File: src/rtl/rst_seq_pkg.sv
package rst_seq_pkg;

  typedef enum logic [1:0] {
    KIND_SOFT = 2'd0,
    KIND_HARD = 2'd1,
    KIND_POR  = 2'd2
  } rst_kind_e;

  typedef enum logic [1:0] {
    ST_IDLE  = 2'd0,
    ST_DRIVE = 2'd1,
    ST_WAIT  = 2'd2
  } seq_state_e;

  localparam int NCAUSE = 6;
  localparam int C_POR  = 0;
  localparam int C_EXTH = 1;
  localparam int C_EXTS = 2;
  localparam int C_WDOG = 3;
  localparam int C_BMON = 4;
  localparam int C_JTAG = 5;

  localparam logic [NCAUSE-1:0] HARD_MASK = 6'b011010;
  localparam logic [NCAUSE-1:0] SOFT_MASK = 6'b100100;

  // True on the final cycle of the timed pull-down phase.
  function automatic logic cnt_is_last(input int unsigned cnt, input int unsigned len);
    return cnt == len - 1;
  endfunction

  // Causes kept when a request set wins: hard ones if any, else soft ones.
  function automatic logic [NCAUSE-1:0] winning_causes(input logic [NCAUSE-1:0] req);
    if ((req & HARD_MASK) != '0) return req & HARD_MASK;
    return req & SOFT_MASK;
  endfunction

endpackage

File: src/rtl/rst_pin_sense.sv
module rst_pin_sense (
  input  logic clk,
  input  logic rst_n,
  input  logic hrst_pin_i,
  input  logic srst_pin_i,
  output logic hrst_fall_o,
  output logic srst_fall_o,
  output logic pins_high_o
);
  logic hrst_prev_q, srst_prev_q;

  // Reset value low: the block itself holds both lines during power-on.
  always_ff @(posedge clk or negedge rst_n) begin
    if (!rst_n) begin
      hrst_prev_q <= 1'b0;
      srst_prev_q <= 1'b0;
    end else begin
      hrst_prev_q <= hrst_pin_i;
      srst_prev_q <= srst_pin_i;
    end
  end

  assign hrst_fall_o = hrst_prev_q & ~hrst_pin_i;
  assign srst_fall_o = srst_prev_q & ~srst_pin_i;
  assign pins_high_o = hrst_pin_i & srst_pin_i;
endmodule

File: src/rtl/rst_req_classify.sv
module rst_req_classify
  import rst_seq_pkg::*;
(
  input  logic              clk,
  input  logic              rst_n,
  input  logic              idle_i,
  input  logic              soft_busy_i,
  input  logic              hrst_fall_i,
  input  logic              srst_fall_i,
  input  logic              wdog_i,
  input  logic              bmon_i,
  input  logic              jtag_i,
  output logic              start_hard_o,
  output logic              start_soft_o,
  output logic [NCAUSE-1:0] accept_o
);
  logic [NCAUSE-1:0] raw;
  logic              hard_any, soft_any;

  always_comb begin
    raw         = '0;
    raw[C_EXTH] = hrst_fall_i & idle_i;
    raw[C_EXTS] = srst_fall_i & idle_i;
    raw[C_WDOG] = wdog_i;
    raw[C_BMON] = bmon_i;
    raw[C_JTAG] = jtag_i;
  end

  assign hard_any     = (raw & HARD_MASK) != '0;
  assign soft_any     = (raw & SOFT_MASK) != '0;
  assign start_hard_o = hard_any & (idle_i | soft_busy_i);
  assign start_soft_o = soft_any & idle_i & ~hard_any;
  assign accept_o     = (start_hard_o | start_soft_o) ? winning_causes(raw) : '0;

  // one class per decision
  a_r8_one_class: assert property (@(posedge clk) disable iff (!rst_n)
    !(start_hard_o && start_soft_o));
  // pin falls outside idle are never accepted
  a_r6_busy_pins_ignored: assert property (@(posedge clk) disable iff (!rst_n)
    !idle_i |-> !accept_o[C_EXTH] && !accept_o[C_EXTS]);
endmodule

File: src/rtl/rst_seq_fsm.sv
module rst_seq_fsm
  import rst_seq_pkg::*;
#(
  parameter int SEQ_LEN = 512
) (
  input  logic clk,
  input  logic rst_n,
  input  logic start_hard_i,
  input  logic start_soft_i,
  input  logic pins_high_i,
  output logic idle_o,
  output logic soft_busy_o,
  output logic hrst_oe_o,
  output logic srst_oe_o,
  output logic cfg_sample_o,
  output logic core_rst_o,
  output logic logic_rst_o
);
  localparam int CNT_W = (SEQ_LEN > 2) ? $clog2(SEQ_LEN) : 1;

  seq_state_e       state_q;
  rst_kind_e        kind_q;
  logic [CNT_W-1:0] cnt_q;
  logic             last;

  assign last = cnt_is_last(int'(cnt_q), SEQ_LEN);

  always_ff @(posedge clk or negedge rst_n) begin
    if (!rst_n) begin
      state_q <= ST_DRIVE;
      kind_q  <= KIND_POR;
      cnt_q   <= '0;
    end else if (start_hard_i) begin
      state_q <= ST_DRIVE;
      kind_q  <= KIND_HARD;
      cnt_q   <= '0;
    end else if (start_soft_i) begin
      state_q <= ST_DRIVE;
      kind_q  <= KIND_SOFT;
      cnt_q   <= '0;
    end else begin
      case (state_q)
        ST_DRIVE: begin
          if (last) state_q <= ST_WAIT;
          else      cnt_q   <= cnt_q + 1'b1;
        end
        ST_WAIT:  if (pins_high_i) state_q <= ST_IDLE;
        default:  state_q <= ST_IDLE;
      endcase
    end
  end

  assign idle_o       = state_q == ST_IDLE;
  assign soft_busy_o  = !idle_o && kind_q == KIND_SOFT;
  assign srst_oe_o    = state_q == ST_DRIVE;
  assign hrst_oe_o    = srst_oe_o && kind_q != KIND_SOFT;
  assign cfg_sample_o = srst_oe_o && kind_q == KIND_POR && last;
  assign core_rst_o   = !idle_o;
  assign logic_rst_o  = !idle_o && kind_q != KIND_SOFT;

  // the hard line is never pulled without the soft line
  a_r5_soft_covers_hard: assert property (@(posedge clk) disable iff (!rst_n)
    hrst_oe_o |-> srst_oe_o);
  // the timed phase never runs past its length
  a_r3_cnt_bound: assert property (@(posedge clk) disable iff (!rst_n)
    state_q == ST_DRIVE |-> int'(cnt_q) < SEQ_LEN);
  // configuration strobe lasts one cycle and ends the pull-down
  a_r2_cfg_single: assert property (@(posedge clk) disable iff (!rst_n)
    cfg_sample_o |=> !cfg_sample_o && !srst_oe_o);
  // stay in the release wait while a line is still low
  a_r7_wait_for_pins: assert property (@(posedge clk) disable iff (!rst_n)
    (state_q == ST_WAIT && !pins_high_i && !start_hard_i) |=> core_rst_o);
  // a busy hard or power-on sequence never becomes soft
  a_r10_no_downgrade: assert property (@(posedge clk) disable iff (!rst_n)
    (!idle_o && kind_q != KIND_SOFT) |=> kind_q != KIND_SOFT);
endmodule

File: src/rtl/rst_cause_status.sv
module rst_cause_status
  import rst_seq_pkg::*;
(
  input  logic              clk,
  input  logic              rst_n,
  input  logic [NCAUSE-1:0] accept_i,
  input  logic              clr_we_i,
  input  logic [NCAUSE-1:0] clr_mask_i,
  output logic [NCAUSE-1:0] cause_o
);
  logic [NCAUSE-1:0] cause_q, clr_eff;

  assign clr_eff = clr_we_i ? clr_mask_i : '0;

  always_ff @(posedge clk or negedge rst_n) begin
    if (!rst_n) cause_q <= NCAUSE'(1) << C_POR;
    else        cause_q <= (cause_q & ~clr_eff) | accept_i;
  end

  assign cause_o = cause_q;

  // the power-on bit is only set by the reset itself
  a_r1_por_bit_once: assert property (@(posedge clk) disable iff (!rst_n)
    !cause_q[C_POR] |=> !cause_q[C_POR]);

  for (genvar i = 0; i < NCAUSE; i++) begin : g_bit
    // sticky unless cleared
    a_r11_sticky: assert property (@(posedge clk) disable iff (!rst_n)
      (cause_q[i] && !clr_eff[i]) |=> cause_q[i]);
    // clear takes effect unless the bit is set at the same edge
    a_r12_clear: assert property (@(posedge clk) disable iff (!rst_n)
      (clr_eff[i] && !accept_i[i]) |=> !cause_q[i]);
  end
endmodule

File: src/rtl/rst_seq_ctrl.sv
module rst_seq_ctrl
  import rst_seq_pkg::*;
#(
  parameter int SEQ_LEN = 512
) (
  input  logic              clk,
  input  logic              por_n,
  input  logic              hrst_pin_i,
  input  logic              srst_pin_i,
  input  logic              wdog_expired_i,
  input  logic              busmon_expired_i,
  input  logic              jtag_soft_req_i,
  input  logic              clr_we_i,
  input  logic [NCAUSE-1:0] clr_mask_i,
  output logic              hrst_oe_o,
  output logic              srst_oe_o,
  output logic              cfg_sample_o,
  output logic              core_rst_o,
  output logic              logic_rst_o,
  output logic [NCAUSE-1:0] cause_o
);
  logic              hrst_fall, srst_fall, pins_high;
  logic              idle, soft_busy, start_hard, start_soft;
  logic [NCAUSE-1:0] accept;

  rst_pin_sense u_sense (
    .clk(clk), .rst_n(por_n),
    .hrst_pin_i(hrst_pin_i), .srst_pin_i(srst_pin_i),
    .hrst_fall_o(hrst_fall), .srst_fall_o(srst_fall), .pins_high_o(pins_high)
  );

  rst_req_classify u_classify (
    .clk(clk), .rst_n(por_n),
    .idle_i(idle), .soft_busy_i(soft_busy),
    .hrst_fall_i(hrst_fall), .srst_fall_i(srst_fall),
    .wdog_i(wdog_expired_i), .bmon_i(busmon_expired_i), .jtag_i(jtag_soft_req_i),
    .start_hard_o(start_hard), .start_soft_o(start_soft), .accept_o(accept)
  );

  rst_seq_fsm #(.SEQ_LEN(SEQ_LEN)) u_fsm (
    .clk(clk), .rst_n(por_n),
    .start_hard_i(start_hard), .start_soft_i(start_soft), .pins_high_i(pins_high),
    .idle_o(idle), .soft_busy_o(soft_busy),
    .hrst_oe_o(hrst_oe_o), .srst_oe_o(srst_oe_o), .cfg_sample_o(cfg_sample_o),
    .core_rst_o(core_rst_o), .logic_rst_o(logic_rst_o)
  );

  rst_cause_status u_status (
    .clk(clk), .rst_n(por_n),
    .accept_i(accept), .clr_we_i(clr_we_i), .clr_mask_i(clr_mask_i),
    .cause_o(cause_o)
  );
endmodule

File: config.mk
export PLATFORM = sky130hd
export DESIGN_NAME = rst_seq_ctrl
export DESIGN_NICKNAME = d
export VERILOG_FILES = /design/src/rtl/rst_seq_pkg.sv /design/src/rtl/rst_pin_sense.sv /design/src/rtl/rst_req_classify.sv /design/src/rtl/rst_seq_fsm.sv /design/src/rtl/rst_cause_status.sv /design/src/rtl/rst_seq_ctrl.sv
export SDC_FILE = /design/constraint.sdc
export NUM_CORES = 1
export LEC_CHECK = 0
export BUFFER_PORTS_ARGS = -buffer_cell sky130_fd_sc_hd__buf_2
export CAP_MARGIN = 20
export CELL_PAD_IN_SITES_DETAIL_PLACEMENT = 0
export CELL_PAD_IN_SITES_GLOBAL_PLACEMENT = 2
export CORE_UTILIZATION = 34
export CTS_CLUSTER_DIAMETER = 80
export DETAILED_ROUTE_END_ITERATION = 10
export GPL_ROUTABILITY_DRIVEN = 0
export HOLD_SLACK_MARGIN = 0.12
export MAX_ROUTING_LAYER = met4
export PLACE_DENSITY = 0.85
export SYNTH_ARGS = -nofsm -noshare
export SYNTH_HDL_FRONTEND = slang
export SYNTH_HIERARCHICAL = 1
export SYNTH_SLANG_ARGS = --single-unit
File: constraint.sdc
create_clock -name clk -period 4.79 [get_ports clk]
set_input_delay 0.958 -clock clk [delete_from_list [all_inputs] [get_ports clk]]
set_output_delay 0.958 -clock clk [all_outputs]
set_load 0.01 [all_outputs]
==> reports/metrics.yaml, run 1 <==
place:
  dp_hpwl_mm: 1.56
  port_buffers: 24
global_route:
  grt_max_degree: 22
  grt_pass1_vias: 796
  grt_overflow: 0
  groute.usage.overall: 0.141
  grt_pass1_wl_mm: 3.42
  antenna_found_initial: 0
sta:
  tns_ps: 0
  hold_violations: 0
  fin_crit_sh: 0.601
  setup_viol: 0
  rsz0062_at_grt: "no"
  min_period_ps: 2880
  finClkSkew_ps: 8.29
  finalMaxSlewViolations: 0
  fmax_mhz: 347
power:
  p_int_mw: 0.302
  ir_drop_uv: 169
  p_leak_nw: 0.587
  clkPwrFrac: 0.188
  p_per_area_nw_per_um2: 373
  p_sw_mw: 0.153
  pwr-share-comb: 0.279
  swShare: 0.336
  seq_power_share: 0.532
synthesis:
  synth.avg_cell_area_um2: 10.0
  yosysSeqAreaShare: 0.502
  ys_ff_latch: 21
  syn-num-nets: 121
  synth_top_cell_by_area: "dfrtp_1"
  ys_types: 35
  syn_area_um2: 1050
  yosys_warnings: 6
  synth_top_area_share: 0.427
  ys_top_cells_by_area: "dfrtp_1 43%, dfstp_2 7.5%, nand2_1 5.3%, a21o_1 5.0%, a21oi_1 3.8%"
  syn_inst: 105
worst_setup_path:
  criticalPathCategory: "flip-flop to primary output"
  cp_max_fo: 3
  crit_path_top_delay_cell: "dfrtp_1"
  endpoint_kind: "primary output"
  critPathLaunchType: "flip-flop"
  crit_arrival_ps: 1920
  path_cells: "ha_1 > nand2_1 > nor2_1 > and2_1 > ha_1 > nand2_1 > nor3b_1 > buf_2"
  required_ps: 3830
  slowest_delay_ps: 400
cells_and_area:
  layout_commonest_cell: "buf_2"
  area_delta_synth_final_pct: 15.5
  drive_above_1_share: 0.308
  layout_common_cells: "24 x buf_2, 18 x dfrtp_1, 15 x nand2_1, 8 x a21oi_1"
  finish.utilization: 0.427
  diodes: 0
  finalNetCount: 147
clock_network:
  numClockSinks: 21
  cts_root_buf: "clkbuf_4"
  cts_inserted_buffers: 3
  insertion_delay_ps: 300
  cts_tree: "yes"
  cts_setup_buffers: 0
  cts_hold_buffers: 0
  clockBufferDepth: 2
  htree_num_levels: 1
  cts.repair.resized: 0
  path_clk_slew_ps: 120
floorplan:
  initial_core_util: 0.370
  die_area_um2: 3330
  die_h_um: 57.7
  core_area_um2: 2850
  io_pins: 25
  rows: 19
  die_w_um: 57.7
min_path:
  worstHoldPathType: "flip-flop to flip-flop"
route:
  avgViaCountPerCell: 5.04
  postRouteAntennaNets: 0
  dr.first_iter.drc_count: 39
  dr.pass1.iters: 9
  vias: 812
  drt-wirelength-per-cell_um: 12.6
  finalWirelength_mm: 2.02
  drcViolationCount: 4
job:
  cap_violations: 0
status:
  status: "finished, violations left"
  violations: "DRC"
worst max-delay path: cells and delay by family (launching register included):
family | cells | cell delay, ps
AND/OR/NAND/NOR | 5 | 650
buffers and inverters | 1 | 160
adder cells (fa/ha/maj) | 2 | 400
flip-flops | 1 | 400
metal layers:
layer | vias up | track usage | routed length, um
li1 | 411 | - | -
met1 | 385 | 0.170 | 942
met2 | 14 | 0.239 | 984
met3 | 2 | 0.0290 | 75
met4 | 0 | 0.0408 | 19
met5 | - | - | 0
layout make-up:
cell class                      count  area [um2]
Fill cell                         297        1630
Sequential cell                    21         529
Multi-Input combinational cell     77         488
Timing Repair Buffer               24         120
Tap cell                           31        38.8
Clock buffer                        3        22.5
Inverter                            4        15.0
Clock inverter                      1        5.00
stage by stage:
| stage | total power, mW | instance area (um2) | hold WS (ps) | cells | worst slack, ps |
|---|---|---|---|---|---|
| 2_1_floorplan | 0.329 | 1050 | 485 | 105 | 2370 |
| 3_3_place_gp | 0.369 | 1190 | 454 | 157 | 2300 |
| 3_5_place_dp | 0.375 | 1190 | 461 | 157 | 2270 |
| 4_1_cts | 0.463 | 1220 | 489 | 161 | 1900 |
| 5_1_grt | 0.492 | 1220 | 515 | 161 | 1740 |
| 6_report | 0.455 | 1220 | 488 | 161 | 1910 |
power groups by stage:
stage / Combinational [mW] / Sequential [mW] / Clock, mW
final: 0.127 / 0.242 / 0.0858
after floorplan: 0.0850 / 0.244 / 0
after CTS: 0.129 / 0.242 / 0.0916
after global placement: 0.125 / 0.244 / 0
after global routing: 0.146 / 0.249 / 0.0966
after detailed placement: 0.129 / 0.246 / 0
cell usage after synthesis, drive strengths merged:
cell,n
or3,4
xnor2,1
a221oi,1
or3b,2
conb,1
and2b,1
dfrtp,18
nor2,7
clkbuf,1
inv,4
or2,1
nand4,1
nor2b,5
nand3,2
nor3b,2
nor3,1
o21a,1
a21o,7
o32a,1
ha,2
buf,2
o31ai,2
nor4b,1
o21ai,3
a21oi,8
nand2,15
dfstp,3
or4,2
and2,6
state kept, by name (all words and copies together) (netlist names):
register             flops
u_fsm/cnt_q              9
u_status/cause_o         6
u_fsm/kind_q             2
u_fsm/state_q            2
u_sense/hrst_prev_q      1
u_sense/srst_prev_q      1
kinds of logic (layout without fill, tap and decap cells):
family,Yosys count,in the layout,share of synthesized area
flip-flops,21,21,0.502
adder cells (fa/ha/maj),2,2,0.0237
other,1,1,0.00356
buffers and inverters,7,32,0.0356
XOR/XNOR,1,1,0.00831
AO/OA/AOI/OAI,23,23,0.147
AND/OR/NAND/NOR,50,50,0.280
worst paths after layout:
kind	start	to	slack, ps	cells after the start
min reg2reg	u_status/cause_o[4]	u_status/cause_o[4]	490	1
min in group asynchronous	por_n	u_fsm/state_q[1]	590	1
max	u_fsm/cnt_q[0]	cfg_sample_o	1910	8
max reg2reg	u_fsm/cnt_q[0]	u_fsm/cnt_q[6]	2420	8
min	u_status/cause_o[4]	u_status/cause_o[4]	490	1
max in group asynchronous	por_n	u_status/cause_o[0]	3850	1
Power figures use the tool's default switching activity.
==> run 2, diff against run 1 <==
CORE_UTILIZATION = 32   (was 34)
PLACE_DENSITY = 0.81   (was 0.85)
clock period = 2.9 ns   (was 4.79 ns; I/O delays follow)
==> reports/metrics.yaml, run 2 (same netlist as run 1, synthesis figures left out) <==
floorplan:
  die_w_um: 59.4
  core_area_um2: 3080
  initial_core_util: 0.343
  die_area_um2: 3530
  rows: 20
  die_h_um: 59.4
  io_pins: 25
sta:
  holdWs_ps: 219
  min_period_ps: 2520
  fmax_mhz: 397
  hold_violations: 0
  rsz0062_at_grt: "no"
  tns_ps: 0
  setup_viol: 0
  finalMaxSlewViolations: 0
  finClkSkew_ps: 4.51
  fin_crit_sh: 0.869
cells_and_area:
  finalNetCount: 147
  nFillCells: 327
  diodes: 0
  largest_reg_flops: 9
  fin_area_um2: 1230
  drive_above_1_share: 0.308
  max_flop_register: "u_fsm/cnt_q"
  layout_common_cells: "24 x buf_2, 18 x dfrtp_1, 15 x nand2_1, 8 x a21oi_1"
  layout_commonest_cell: "buf_2"
  area_delta_synth_final_pct: 17.1
  finish.utilization: 0.401
job:
  cap_violations: 0
worst_setup_path:
  critPathLaunchType: "flip-flop"
  crit_start: "u_fsm/cnt_q[0]"
  crit_arrival_ps: 1940
  required_ps: 2320
  cp_max_fo: 3
  criticalPathCategory: "flip-flop to primary output"
  crit-reg2reg-launch: "u_fsm/cnt_q[0]"
  endpoint_kind: "primary output"
power:
  ir_drop_uv: 272
  p_leak_nw: 0.587
  p_per_area_nw_per_um2: 606
route:
  drcViolationCount: 0
  finalWirelength_mm: 1.99
  drt-wirelength-per-cell_um: 11.5
  postRouteAntennaNets: 0
  avgViaCountPerCell: 4.74
  dr.pass1.iters: 4
  dr.first_iter.drc_count: 15
  vias: 825
clock_network:
  cts_setup_buffers: 0
  insertion_delay_ps: 300
  htree_num_levels: 1
  cts_inserted_buffers: 3
  cts_root_buf: "clkbuf_4"
  cts_tree: "yes"
  clockBufferDepth: 2
  cts_hold_buffers: 0
  numClockSinks: 21
  path_clk_slew_ps: 120
  cts.repair.resized: 0
global_route:
  groute.usage.overall: 0.130
  antenna_found_initial: 0
  grt_pass1_vias: 747
  grt_max_degree: 22
  grt_overflow: 0
  grt_pass1_wl_mm: 3.29
place:
  dp_hpwl_mm: 1.52
  placed_cell_area_um2: 1210
  port_buffers: 24
min_path:
  worstHoldPathType: "primary input to asynchronous set/reset pin"
status:
  status: "finished, final reports clean"
run 2: path summary, 6_finish.rpt:
| path | end | slack, ps | cells after the start |
|---|---|---|---|
| max | cfg_sample_o | 380 | 8 |
| max reg2reg | u_fsm/cnt_q[5] | 540 | 8 |
| max in group asynchronous | u_status/cause_o[0] | 2330 | 1 |
| min | u_fsm/cnt_q[7] | 220 | 1 |
| min reg2reg | u_status/cause_o[2] | 490 | 1 |
| min in group clk | u_sense/hrst_prev_q | 400 | 1 |
run 2: metrics by stage:
step,instances,total power [mW],worst slack [ps]
CTS,174,0.763,341
global placement,170,0.610,625
detailed placement,170,0.618,565
global route,174,0.805,186
floorplan,105,0.543,743
finish,174,0.748,381
run 2: cell type report:
cell class                 instances  area (um2)  share of cell area
multi-input combinational         77         488               0.395
clock inverter                     1        5.00             0.00405
clock buffer                       3        22.5              0.0182
tap                               44        55.1              0.0446
timing repair buffer              24         120              0.0973
inverter                           4        15.0              0.0122
sequential                        21         529               0.429
run 2: critical path, stage by stage, from the launching register on:
cell and delay [ps]:
dfrtp_1 400, ha_1 210, nand2_1 70, nor2_1 170, and2_1 160, ha_1 190, nand2_1 90, nor3b_1 200
buf_2 160
run 2: report_power, final:
group	internal (mW)	switching (mW)	leakage, nW	total, mW
clock network	0.0514	0.0872	0.0177	0.139
logic	0.0961	0.114	0.305	0.210
registers	0.352	0.0473	0.264	0.399
run 2: metal layers:
metal  GRT usage  part of all wire  vias up
met5           -                 0        -
met4      0.0714             0.014        0
met3      0.0197             0.031        2
met2       0.196              0.47       19
met1       0.167              0.48      397
li1            -                 -      407
==> run 3, diff against run 2 <==
--- a/config.mk
+++ b/config.mk
@@ -11,4 +11,5 @@
 export CELL_PAD_IN_SITES_GLOBAL_PLACEMENT = 2
 export CORE_UTILIZATION = 32
+export CTS_BUF_LIST = sky130_fd_sc_hd__clkbuf_4 sky130_fd_sc_hd__clkbuf_8 sky130_fd_sc_hd__clkbuf_16
 export CTS_CLUSTER_DIAMETER = 80
 export DETAILED_ROUTE_END_ITERATION = 10
==> constraint.sdc (replaced) <==
create_clock -name clk -period 2.9 [get_ports clk]
set_input_delay 0.58 -clock clk [delete_from_list [all_inputs] [get_ports clk]]
set_output_delay 0.58 -clock clk [all_outputs]
set_load 0.05 [all_outputs]
==> reports/metrics.yaml, run 3 (same netlist as run 1, synthesis figures left out) <==
status:
  status: "finished, final reports clean"
worst_setup_path:
  critPathLaunchType: "flip-flop"
  required_ps: 2320
  crit-reg2reg-launch: "u_fsm/cnt_q[0]"
  criticalPathCategory: "flip-flop to primary output"
  endpoint_kind: "primary output"
  crit_arrival_ps: 2000
  cp_max_fo: 3
  crit_start: "u_fsm/cnt_q[0]"
clock_network:
  path_clk_slew_ps: 120
  cts_inserted_buffers: 3
  cts_setup_buffers: 0
  htree_num_levels: 1
  cts_tree: "yes"
  numClockSinks: 21
  cts_root_buf: "clkbuf_4"
  cts_hold_buffers: 0
  cts.repair.resized: 0
  insertion_delay_ps: 300
  clockBufferDepth: 2
cells_and_area:
  fin_area_um2: 1240
  area_delta_synth_final_pct: 17.8
  drive_above_1_share: 0.315
  layout_commonest_cell: "buf_2"
  finalNetCount: 147
  layout_common_cells: "24 x buf_2, 18 x dfrtp_1, 15 x nand2_1, 8 x a21oi_1"
  nFillCells: 331
  largest_reg_flops: 9
  diodes: 0
  max_flop_register: "u_fsm/cnt_q"
power:
  clkPwrFrac: 0.179
  seq_power_share: 0.479
  p_per_area_nw_per_um2: 670
  p_int_mw: 0.511
  pwr-share-comb: 0.342
  ir_drop_uv: 395
  p_sw_mw: 0.321
  p_leak_nw: 0.587
  finalPower_mw: 0.832
  swShare: 0.386
sta:
  fin_crit_sh: 0.889
  fmax_mhz: 388
  hold_violations: 0
  finalMaxSlewViolations: 0
  setup_viol: 0
  rsz0062_at_grt: "no"
  finClkSkew_ps: 8.02
  tns_ps: 0
  min_period_ps: 2580
  holdWs_ps: 212
route:
  dr.pass1.iters: 4
  vias: 792
  avgViaCountPerCell: 4.55
  dr.first_iter.drc_count: 15
  postRouteAntennaNets: 0
  finalWirelength_mm: 1.92
  drt-wirelength-per-cell_um: 11.0
  drcViolationCount: 0
min_path:
  worstHoldPathType: "primary input to asynchronous set/reset pin"
global_route:
  groute.usage.overall: 0.123
  grt_max_degree: 22
  grt_pass1_wl_mm: 3.08
  antenna_found_initial: 0
  grt_pass1_vias: 671
  grt_overflow: 0
floorplan:
  initial_core_util: 0.343
  rows: 20
  io_pins: 25
  core_area_um2: 3080
  die_area_um2: 3530
  die_h_um: 59.4
  die_w_um: 59.4
place:
  dp_hpwl_mm: 1.44
  placed_cell_area_um2: 1210
  port_buffers: 24
job:
  cap_violations: 0
## run 3: critical path: stages (launching register included)
cell and delay [ps]:
dfrtp_1 400, ha_1 190, nand2_1 60, nor2_1 150
and2_1 150, ha_1 200, nand2_1 100, nor3b_2 170
buf_2 280
## run 3: through the flow
stage               utilization  worst slack, ps  std cells
finish                    0.404              323        174
global route              0.404              153        174
CTS                       0.404              285        174
detailed placement        0.394              550        170
global placement          0.394              631        170
floorplan                     -              118        105
## run 3: path summary, 6_finish.rpt
kind                       cells after the start  slack (ps)                  end
max                                            8         320         cfg_sample_o
min                                            1         210  u_status/cause_o[2]
max reg2reg                                    8         560       u_fsm/cnt_q[6]
min reg2reg                                    1         480  u_status/cause_o[5]
max in group asynchronous                      1        2330      u_fsm/kind_q[1]
min in group clk                               1         400  u_sense/hrst_prev_q
## run 3: per-layer routing
layer | GRT usage | routed length [um] | part of all wire
met5 | - | 0 | 0
met4 | 0.0306 | 12 | 0.0063
met3 | 0.0524 | 132 | 0.069
met2 | 0.178 | 832 | 0.43
met1 | 0.156 | 942 | 0.49
## run 3: power groups by stage
| stage | Sequential (mW) | Combinational, mW | Clock, mW |
|---|---|---|---|
| after global placement | 0.403 | 0.287 | 0 |
| final | 0.399 | 0.284 | 0.149 |
| after global routing | 0.407 | 0.320 | 0.169 |
| after floorplan | 0.450 | 0.172 | 0 |
| after CTS | 0.400 | 0.290 | 0.158 |
| after detailed placement | 0.405 | 0.290 | 0 |
## run 3: area by class of cell
| cell class | instances | area, um2 | share of cell area |
|---|---|---|---|
| Clock buffer | 4 | 30.0 | 0.0242 |
| Inverter | 4 | 15.0 | 0.0121 |
| Multi-Input combinational cell | 77 | 493 | 0.397 |
| Sequential cell | 21 | 529 | 0.426 |
| Tap cell | 44 | 55.1 | 0.0443 |
| Timing Repair Buffer | 24 | 120 | 0.0967 |
